### config.mk
export PLATFORM = sky130hd
export DESIGN_NAME = rng_fifo_ctrl
export DESIGN_NICKNAME = d
export VERILOG_FILES = /design/src/rtl/rfc_pkg.sv /design/src/rtl/rfc_noise.sv /design/src/rtl/rfc_fifo.sv /design/src/rtl/rfc_run_fsm.sv /design/src/rtl/rng_fifo_ctrl.sv
export SDC_FILE = /design/constraint.sdc
export NUM_CORES = 1
export LEC_CHECK = 0
export ABC_CLOCK_PERIOD_IN_PS = 3920
export BUFFER_PORTS_ARGS = -buffer_cell sky130_fd_sc_hd__buf_4
export CAP_MARGIN = 20
export CORE_ASPECT_RATIO = 0.75
export CORE_MARGIN = 3
export CORE_UTILIZATION = 50
export CTS_CLUSTER_SIZE = 14
export DETAILED_ROUTE_END_ITERATION = 10
export GPL_TIMING_DRIVEN = 0
export PLACE_DENSITY = 0.66
export SLEW_MARGIN = 40
export SYNTH_ARGS = -nofsm -noshare
export SYNTH_HDL_FRONTEND = slang
export SYNTH_HIERARCHICAL = 1
export SYNTH_SLANG_ARGS = --single-unit
### constraint.sdc
create_clock -name clk_i -period 3.92 [get_ports clk_i]
set_clock_uncertainty 0.1 [all_clocks]
set_input_delay 0.196 -clock clk_i [delete_from_list [all_inputs] [get_ports clk_i]]
set_output_delay 0.196 -clock clk_i [all_outputs]
set_load 0.005 [all_outputs]
### src/rtl/rfc_pkg.sv
package rfc_pkg;
  typedef enum logic [2:0] {
    ST_RESET    = 3'd0,
    ST_START    = 3'd1,
    ST_FULL_ON  = 3'd2,
    ST_FULL_OFF = 3'd3,
    ST_RUN      = 3'd4,
    ST_ERROR    = 3'd5
  } run_state_e;

  localparam logic [7:0] OFS_CTRL   = 8'h00;
  localparam logic [7:0] OFS_LEVEL  = 8'h04;
  localparam logic [7:0] OFS_STATUS = 8'h30;
  localparam logic [7:0] OFS_DATA   = 8'h80;

  localparam int CTRL_EN_BIT   = 0;
  localparam int CTRL_SRST_BIT = 8;
  localparam int STATE_LSB     = 1;
endpackage

### src/rtl/rfc_noise.sv
module rfc_noise #(
  parameter logic [31:0] SEED = 32'h1357_9BDF
) (
  input  logic        clk_i,
  input  logic        rst_ni,
  input  logic        step_i,
  output logic [31:0] word_o
);
  logic [31:0] x_q, x_d;

  always_comb begin
    x_d = x_q ^ (x_q << 13);
    x_d = x_d ^ (x_d >> 17);
    x_d = x_d ^ (x_d << 5);
  end

  always_ff @(posedge clk_i or negedge rst_ni) begin
    if (!rst_ni)     x_q <= SEED;
    else if (step_i) x_q <= x_d;
  end

  assign word_o = x_q;
endmodule

### src/rtl/rfc_fifo.sv
module rfc_fifo #(
  parameter int DW    = 32,
  parameter int DEPTH = 16,
  localparam int AW   = (DEPTH > 1) ? $clog2(DEPTH) : 1,
  localparam int CW   = $clog2(DEPTH + 1)
) (
  input  logic          clk_i,
  input  logic          rst_ni,
  input  logic          flush_i,
  input  logic          push_i,
  input  logic          pop_i,
  input  logic [DW-1:0] wdata_i,
  output logic [DW-1:0] rdata_o,
  output logic [CW-1:0] count_o
);
  localparam logic [AW-1:0] LAST = AW'(DEPTH - 1);

  logic [DW-1:0] mem_q [DEPTH];
  logic [AW-1:0] wptr_q, rptr_q;
  logic [CW-1:0] cnt_q;

  function automatic logic [AW-1:0] bump(input logic [AW-1:0] p);
    return (p == LAST) ? '0 : p + 1'b1;
  endfunction

  always_ff @(posedge clk_i or negedge rst_ni) begin
    if (!rst_ni) begin
      wptr_q <= '0;
      rptr_q <= '0;
      cnt_q  <= '0;
    end else if (flush_i) begin
      wptr_q <= '0;
      rptr_q <= '0;
      cnt_q  <= '0;
    end else begin
      if (push_i) wptr_q <= bump(wptr_q);
      if (pop_i)  rptr_q <= bump(rptr_q);
      case ({push_i, pop_i})
        2'b10:   cnt_q <= cnt_q + 1'b1;
        2'b01:   cnt_q <= cnt_q - 1'b1;
        default: cnt_q <= cnt_q;
      endcase
    end
  end

  always_ff @(posedge clk_i) begin
    if (push_i && !flush_i) mem_q[wptr_q] <= wdata_i;
  end

  assign rdata_o = mem_q[rptr_q];
  assign count_o = cnt_q;
endmodule

### src/rtl/rfc_run_fsm.sv
module rfc_run_fsm
  import rfc_pkg::*;
#(
  parameter int WARMUP = 64
) (
  input  logic       clk_i,
  input  logic       rst_ni,
  input  logic       srst_i,
  input  logic       en_i,
  input  logic       health_i,
  input  logic       full_i,
  output run_state_e state_o,
  output logic       fill_o
);
  localparam int WW = (WARMUP > 1) ? $clog2(WARMUP) : 1;
  localparam logic [WW-1:0] WLAST = WW'(WARMUP - 1);

  run_state_e state_q, state_d;
  logic [WW-1:0] cnt_q, cnt_d;

  always_comb begin
    state_d = state_q;
    cnt_d   = cnt_q;
    if (srst_i) begin
      state_d = ST_RESET;
      cnt_d   = '0;
    end else if (state_q != ST_ERROR) begin
      if (!en_i) begin
        state_d = ST_RESET;
      end else if (state_q == ST_RESET) begin
        state_d = ST_START;
        cnt_d   = '0;
      end else if (health_i) begin
        state_d = ST_ERROR;
      end else begin
        case (state_q)
          ST_START:    if (cnt_q == WLAST) state_d = ST_RUN;
                       else cnt_d = cnt_q + 1'b1;
          ST_RUN:      if (full_i) state_d = ST_FULL_ON;
          ST_FULL_ON:  if (!full_i) state_d = ST_FULL_OFF;
          ST_FULL_OFF: state_d = ST_RUN;
          default:     state_d = state_q;
        endcase
      end
    end
  end

  always_ff @(posedge clk_i or negedge rst_ni) begin
    if (!rst_ni) begin
      state_q <= ST_RESET;
      cnt_q   <= '0;
    end else begin
      state_q <= state_d;
      cnt_q   <= cnt_d;
    end
  end

  assign state_o = state_q;
  assign fill_o  = (state_q == ST_RUN) || (state_q == ST_FULL_OFF);
endmodule

### src/rtl/rng_fifo_ctrl.sv
module rng_fifo_ctrl
  import rfc_pkg::*;
#(
  parameter int          ADDR_W = 8,
  parameter int          DEPTH  = 16,
  parameter int          WARMUP = 64,
  parameter logic [31:0] SEED   = 32'h1357_9BDF,
  localparam int         CW     = $clog2(DEPTH + 1)
) (
  input  logic              clk_i,
  input  logic              rst_ni,
  input  logic              req_valid_i,
  output logic              req_ready_o,
  input  logic              req_write_i,
  input  logic [ADDR_W-1:0] req_addr_i,
  input  logic [31:0]       req_wdata_i,
  output logic              rsp_valid_o,
  output logic [31:0]       rsp_rdata_o,
  input  logic              health_fail_i
);
  logic          en_q, srst_q;
  logic          rsp_valid_q;
  logic [31:0]   rsp_rdata_q, rd_word;
  logic          wr_ctrl, rd_req, rd_data;
  logic          push, pop, fill, full, data_ok;
  logic [CW-1:0] fifo_cnt;
  logic [31:0]   fifo_rdata, noise_word;
  run_state_e    run_state;
  logic          unused_wdata;

  assign unused_wdata = ^{req_wdata_i[31:CTRL_SRST_BIT+1], req_wdata_i[CTRL_SRST_BIT-1:CTRL_EN_BIT+1]};

  assign req_ready_o = 1'b1;
  assign wr_ctrl = req_valid_i && req_write_i && (req_addr_i == ADDR_W'(OFS_CTRL));
  assign rd_req  = req_valid_i && !req_write_i;
  assign rd_data = rd_req && (req_addr_i == ADDR_W'(OFS_DATA));

  assign full    = (fifo_cnt == CW'(DEPTH));
  assign data_ok = !srst_q && (run_state != ST_ERROR) && (fifo_cnt != '0);
  assign pop     = rd_data && data_ok;
  assign push    = fill && !full && !srst_q;

  always_ff @(posedge clk_i or negedge rst_ni) begin
    if (!rst_ni) begin
      en_q   <= 1'b0;
      srst_q <= 1'b0;
    end else if (wr_ctrl) begin
      en_q   <= req_wdata_i[CTRL_EN_BIT];
      srst_q <= req_wdata_i[CTRL_SRST_BIT];
    end
  end

  rfc_noise #(.SEED(SEED)) u_noise (
    .clk_i  (clk_i),
    .rst_ni (rst_ni),
    .step_i (push),
    .word_o (noise_word)
  );

  rfc_fifo #(.DW(32), .DEPTH(DEPTH)) u_fifo (
    .clk_i   (clk_i),
    .rst_ni  (rst_ni),
    .flush_i (srst_q),
    .push_i  (push),
    .pop_i   (pop),
    .wdata_i (noise_word),
    .rdata_o (fifo_rdata),
    .count_o (fifo_cnt)
  );

  rfc_run_fsm #(.WARMUP(WARMUP)) u_fsm (
    .clk_i    (clk_i),
    .rst_ni   (rst_ni),
    .srst_i   (srst_q),
    .en_i     (en_q),
    .health_i (health_fail_i),
    .full_i   (full),
    .state_o  (run_state),
    .fill_o   (fill)
  );

  always_comb begin
    rd_word = '0;
    case (req_addr_i)
      ADDR_W'(OFS_CTRL): begin
        rd_word[CTRL_EN_BIT]   = en_q;
        rd_word[CTRL_SRST_BIT] = srst_q;
      end
      ADDR_W'(OFS_LEVEL):  rd_word = srst_q ? '0 : 32'(fifo_cnt);
      ADDR_W'(OFS_STATUS): rd_word[STATE_LSB +: 3] = run_state;
      ADDR_W'(OFS_DATA):   rd_word = data_ok ? fifo_rdata : '0;
      default:             rd_word = '0;
    endcase
  end

  always_ff @(posedge clk_i or negedge rst_ni) begin
    if (!rst_ni) begin
      rsp_valid_q <= 1'b0;
      rsp_rdata_q <= '0;
    end else begin
      rsp_valid_q <= rd_req;
      if (rd_req) rsp_rdata_q <= rd_word;
    end
  end

  assign rsp_valid_o = rsp_valid_q;
  assign rsp_rdata_o = rsp_rdata_q;
endmodule

# ---- After elaboration in Yosys (flattened, before gate mapping)
# Memory sizes are Yosys's and may differ from the RTL's.
# Cells that the tools add are included.
dict set report totals {
  ff_bits 89
  ramBits 512
  input_bits 45
  out_inout_bits 34
  word_cells 97
  memories 1
}
# name words width rd rd_ports_with_merged_regs write_ports line
set memory_table {}
lappend memory_table {u_fifo.mem_q 16 32 1 0 1 rfc_fifo.sv:18} ;# logic [DW-1:0] mem_q [DEPTH];
dict set report op_classes {
  add_sub_neg 5
  n_eq_ne 20
  muxes 33
  bitwise_logic 3
  n_reduce_logical 25
}
# cell n
set ops {}
lappend ops {{bitwise XOR 32 bit} 2}
lappend ops {{one-hot mux 23 bit (2 select lines)} 1}
lappend ops {{two-way mux 6 bit} 7}
lappend ops {{two-way mux 32 bit} 1}
lappend ops {{bitwise XOR 32 x 15 -> 32 bit} 1}
lappend ops {{two-way mux 3 bit} 8}
lappend ops {{two-way mux 4 bit} 6}
lappend ops {{!= test 6 x 4 -> 1 bit, second input constant} 2}
lappend ops {{one-hot mux 3 bit (4 select lines)} 1}
lappend ops {{logical AND 1 bit} 10}
lappend ops {{two-way mux 5 bit} 2}
lappend ops {{one-hot mux 5 bit (2 select lines)} 1}
lappend ops {{AND reduction 5 bit} 2}
lappend ops {{one-hot mux 3 bit (3 select lines)} 1}
lappend ops {{adder 4 x 1 -> 4 bit, second input constant} 2}
lappend ops {{== test 4 bit, second input constant} 2}
lappend ops {{== test 8 x 3 -> 1 bit, second input constant} 1}
lappend ops {{== test 8 x 6 -> 1 bit, second input constant} 1}
lappend ops {{== test 8 bit, second input constant} 1}
lappend ops {{zero test 8 bit} 1}
lappend ops {{!= test 8 x 2 -> 1 bit, second input constant} 1}
lappend ops {{one-hot mux 4 bit (2 select lines)} 1}
lappend ops {{nonzero test 2 bit} 4}
lappend ops {{adder 6 x 1 -> 6 bit, second input constant} 1}
lappend ops {{20 further kinds} 26}

# ---- Longest topological paths before layout
dict set report depth {
  word_depth 8
  ltp_mapped 13
  ltp_nobuf 11
}

# ---- By module
# The synthesis kept the hierarchy.
# mod instances cells_each area_each_um2 seq_area_each_um2
set by_module_without_submodules {}
lappend by_module_without_submodules {rfc_fifo 1 956 20482.1 15700.1}
lappend by_module_without_submodules {rfc_noise 1 160 1841.8 825.8}
lappend by_module_without_submodules {rng_fifo_ctrl 1 131 1631.6 875.8}
lappend by_module_without_submodules {rfc_run_fsm 1 77 624.3 225.2}

# ---- Least setup slack after synthesis
# Ideal clock, no wire load.
dict set report synth_timing {
  kind {flip-flop to flip-flop}
  startpoint {reg u_fsm.state_q[0] (netlist: u_fsm/state_o[0])}
  endpoint {mem u_fifo.mem_q[0][0], enable pin}
  setup_ns 0.392
  arrival_ns 2.969
  required_time_ns 3.428
  setup_slack_ns 0.459
  stages_incl_launch_ff 9
  path_buffers 2
  cell_sequence {dfrtp_1 > clkbuf_1 > nand2_1 > o21ai_0 > nor3b_1 > buf_6 > nor2b_1 > nor3b_1 > and2_1}
}
dict set report synth_between {
  elab_chain_cells 7
  elab_cells_between_ends 8
  cone_classes {2 x eq/ne; 2 x mux; 4 x reduce/logical}
}
# element line
set synth_rtl {}
lappend synth_rtl {{from (decl)} rfc_run_fsm.sv:18} ;# run_state_e state_q, state_d;
lappend synth_rtl {{from (signal assigned)} rfc_run_fsm.sv:53} ;# state_q <= state_d;
lappend synth_rtl {{== test 3 bit / == test 3 x 2 -> 1 bit (equally long branches)} rfc_run_fsm.sv:59} ;# assign fill_o = (state_q == ST_RUN) || (state_q == ST_FULL_OFF);
lappend synth_rtl {{logical OR 1 bit (*)} rfc_run_fsm.sv:59}
lappend synth_rtl {{net fill} rng_fifo_ctrl.sv:25} ;# logic push, pop, fill, full, data_ok;
lappend synth_rtl {{logical AND 1 bit (*) (2 in a row)} rng_fifo_ctrl.sv:41} ;# assign push = fill && !full && !srst_q;
lappend synth_rtl {{net push} rng_fifo_ctrl.sv:25}
lappend synth_rtl {{logical AND 1 bit (*)} rfc_fifo.sv:47} ;# if (push_i && !flush_i) mem_q[wptr_q] <= wdata_i;
lappend synth_rtl {{two-way mux 1 bit (*)} rfc_fifo.sv:47}
lappend synth_rtl {{two-way mux 1 bit (implied by the code) (*)} rfc_fifo.sv:47}
lappend synth_rtl {{to (decl)} rfc_fifo.sv:18}
# The timed path passes the listed nets; every way through them passes the cells marked *.

# ---- Worst setup path in the final report
dict set report layout_timing {
  startpoint {in req_valid_i}
  endpoint {reg u_fifo.cnt_q[4] (netlist: u_fifo/count_o[4])}
}
dict set report layout_between {
  elab_chain_cells 6
  elab_cells_between_ends 8
  cone_classes {2 x eq/ne; 2 x mux; 4 x reduce/logical}
}
# element line
set layout_rtl {}
lappend layout_rtl {{from (decl)} rng_fifo_ctrl.sv:12} ;# input logic req_valid_i,
lappend layout_rtl {{logical AND 1 bit (*)} rng_fifo_ctrl.sv:35} ;# assign rd_req = req_valid_i && !req_write_i;
lappend layout_rtl {{net rd_req} rng_fifo_ctrl.sv:24} ;# logic wr_ctrl, rd_req, rd_data;
lappend layout_rtl {{logical AND 1 bit (*)} rng_fifo_ctrl.sv:36} ;# assign rd_data = rd_req && (req_addr_i == ADDR_W'(OFS_DATA));
lappend layout_rtl {{logical AND 1 bit (*)} rng_fifo_ctrl.sv:40} ;# assign pop = rd_data && data_ok;
lappend layout_rtl {{net pop} rng_fifo_ctrl.sv:25}
lappend layout_rtl {{== test 2 x 1 -> 1 bit / == test 2 bit (equally long branches)} rfc_fifo.sv:38} ;# case ({push_i, pop_i})
lappend layout_rtl {{one-hot mux 5 bit (2 select lines)} rfc_fifo.sv:38}
lappend layout_rtl {{two-way mux 5 bit} rfc_fifo.sv:31} ;# end else if (flush_i) begin
lappend layout_rtl {{to (signal assigned)} rfc_fifo.sv:39} ;# 2'b10: cnt_q <= cnt_q + 1'b1;
lappend layout_rtl {{to (signal assigned)} rfc_fifo.sv:40} ;# 2'b01: cnt_q <= cnt_q - 1'b1;
lappend layout_rtl {{to (signal assigned)} rfc_fifo.sv:41} ;# default: cnt_q <= cnt_q;
lappend layout_rtl {{to (decl)} rfc_fifo.sv:20} ;# logic [CW-1:0] cnt_q;
# Marked as above.
# A chain may end at the register's enable or synchronous reset.

==> flow_metrics.py <==
metrics = {
    "run_status": {
        "status": "finished clean",
    },
    "clock_network": {
        "clk_pin_slew_ns": 0.06,
        "cts_resized": 0,
        "clock_sinks": 601,
        "cts_tree": "built",
        "worst_skew_pair.late_latency_ns": 0.58,
        "max-clock-path-buffers": 3,
        "cts_max_level": 2,
        "root_buffer": "clkbuf_16",
        "numCtsBuffers": 56,
    },
    "synth": {
        "synth_area_per_cell_sq_um": 18.56,
        "ys_top_cells_by_count": "edfxtp_1 (512), mux2i_1 (107), mux4_2 (78)",
        "synth.most_common_cell": "edfxtp_1",
        "syn_nets": 1377,
        "synth_top_area_share_pct": 62.55,
        "synth.cell_area_sq_um": 24580,
        "synth-seq-cells": 601,
        "synth_area_leader_cell": "edfxtp_1",
        "ys_warn_count": 6,
        "synth_edf_count": 512,
        "synth.distinct_cells": 75,
        "yosys-top-cells-area": "edfxtp_1 (63%), mux4_2 (7.1%), dfrtp_1 (7.0%)",
        "ys.flop_type": "edfxtp_1",
        "ys_seq_area_share_pct": 71.71,
        "async_flop_share_pct": 14.81,
        "postSynthCellCount": 1324,
    },
    "power_and_ir_drop": {
        "power.leakage_nw": 9.653,
        "p_total_mw": 13.20,
        "power.density_nw_per_um2": 469.8,
        "vdd_drop_max_mv": 0.3653,
    },
    "job": {
        "maxCapViolations": 0,
    },
    "die": {
        "fp.dieH_um": 198.0,
        "ioPinCount": 79,
        "rows": 69,
        "dieArea_sq_um": 51880,
        "start_util_pct": 51.21,
        "coreArea_sq_um": 48000,
        "die_w_um": 262.0,
    },
    "global_routing": {
        "grt_pass1_wl_um": 83390,
        "grt_max_degree": 90,
        "grt_overflow": 0,
        "antenna_found_initial": 0,
        "grtUsageTotal_pct": 21.94,
        "grt_pass1_vias": 12550,
    },
    "worst_setup_path": {
        "r2r-start": "u_fsm/state_o[0]",
        "worstPathRequired_ns": 4.25,
        "endpoint_kind": "flop",
        "crit_path_max_fanout": 7,
        "arrival_ns": 3.93,
        "critPathLaunchType": "input pin",
        "worstSetupPathType": "input pin to flop",
        "regToRegSetupSlack_ns": 0.43,
        "r2r_cells": 9,
        "rr_endpoint": "u_fifo/mem_q[3][9]",
    },
    "drt": {
        "post_drt_wl_per_cell_um": 26.08,
        "viasPerCell": 6.076,
        "drt-total-wl_um": 55840,
        "vias": 13010,
        "drt_iter0_markers": 1296,
        "firstDrtPassIters": 8,
        "drtAntennaViolNets": 0,
        "drc": 0,
    },
    "placement": {
        "gp_congestion": 0.8317,
        "dp_hpwl_um": 36010,
        "placed_cells": 2023,
        "dpl_worst_slack_ns": 0.5848,
        "portBuffers": 47,
    },
    "min_path": {
        "hold_path_class": "input pin to async pin",
    },
    "timing": {
        "finalSetupTns_ns": 0,
        "rsz0062_at_grt": "no",
        "relSlewSlack_pct": 40.25,
        "slew_violations": 0,
        "setup_slack_ns": 0.3251,
        "min_period_ns": 3.595,
        "final_hold_viol_count": 0,
        "tightest_slew_ns": 0.8963,
        "setup_viol": 0,
        "fin_crit_sh_pct": 91.71,
        "fmax_ghz": 0.2782,
    },
    "final_layout": {
        "syn_to_final_growth_pct": 14.30,
        "diodes": 0,
        "final_nets": 1509,
        "post_layout_nonfiller_instances": 2141,
        "drive_gt1_share_pct": 22.57,
        "post-route-util_pct": 58.53,
    },
}
cell usage in the layout, fill, tap and decap left out, drive strengths merged, types with 6 or more instances in the layout:
cell type and count:
dlygate4sd3 13, nand2b 17, nand2 42, mux4 96, a32oi 36, clkbuf 115
xnor2 69, or4 6, a21oi 8, dfrtp 69, o31ai 6, ha 8
dfstp 20, edfxtp 512, nor2 17, o21ai 50, xor2 15, inv 12
bufinv 6, nor3 8, a22o 26, and2 28, a22oi 32, mux2i 107
buf 107
per-layer routing:
layer,part of all wire [%],up-vias,global-route usage (%)
met1,47,6860,35.41
met4,2.2,0,5.142
met5,0,-,0
met2,44,471,31.79
li1,-,5598,-
met3,6.7,79,3.120
sequential cells by signal, indices dropped and copies added (netlist names), 3 cells and up:
signal	count
u_fifo/wptr_q	4
u_fsm/cnt_q	6
u_fifo/mem_q	512
u_fifo/rptr_q	4
u_fsm/state_o	3
u_fifo/count_o	5
rsp_rdata_o	32
u_noise/word_o	32
critical path: stages:
cell and delay [ns]:
dlygate4sd3_1 0.54, buf_4 0.13, nand2b_4 0.05, dlygate4sd3_1 0.58, buf_6 0.14, inv_1 0.20
nand2_2 0.14, nor3_2 0.60, nand2b_4 0.14, xnor2_1 0.16, ha_1 0.23, o31a_1 0.24
o32ai_1 0.36, xnor2_1 0.17, nor2_1 0.05
final cells by class:
class                   instances  area [sq um]
fillers                      3576         19910
flip-flops and latches        601         17630
multi-input cells             639          6528
clock buffers                  90          1620
repair buffers                 74         810.8
well taps                     639         799.5
plain buffers                  71         430.4
clock inverters                14         229.0
inverters                      13         50.05
cell families after synthesis:
logic type / share of synthesized area, %
compound gates: 5.518
xor+xnor: 3.212
fa+ha+maj: 0.4072
buf+inv: 1.934
flops: 71.71
mux: 13.67
other cells: 0.01526
simple gates: 3.528
worst max-delay path by stage:
| stage | slack, ns | endpoint | startpoint |
|---|---|---|---|
| 2_1_floorplan | 0.46 | u_fifo/mem_q[0][0] | u_fsm/state_o[0] |
| 3_3_place_gp | -1.55 | u_fifo/mem_q[0][16] | u_fsm/state_o[0] |
| 3_5_place_dp | 0.58 | u_fifo/mem_q[2][16] | u_fsm/state_o[0] |
| 4_1_cts | 0.47 | u_fifo/count_o[4] | req_valid_i |
| 5_1_grt | 0.15 | u_fifo/count_o[4] | req_valid_i |
| 6_report | 0.33 | u_fifo/count_o[4] | req_valid_i |
through the flow:
stage          hold WS [ns]  cell area (sq um)
6_report           0.002830              28090
5_1_grt             0.02641              28090
4_1_cts             0.01072              28070
3_5_place_dp         0.1965              26090
3_3_place_gp         0.2951              25730
2_1_floorplan       -0.1996              24580
where the power goes:
part	internal [mW]	switching, mW	total (mW)
combinational	0.269	0.539	0.808
sequential	6.87	0.0406	6.91
clock	3.22	2.26	5.48
total	10.4	2.84	13.2
what timing repair did:
| item | in CTS | in global routing |
|---|---|---|
| hold buffers | 13 | 0 |
| hold endpoints to repair | 79 | 0 |
| setup buffers | 0 | 0 |
No activity file was read; power rests on OpenSTA's default activity.
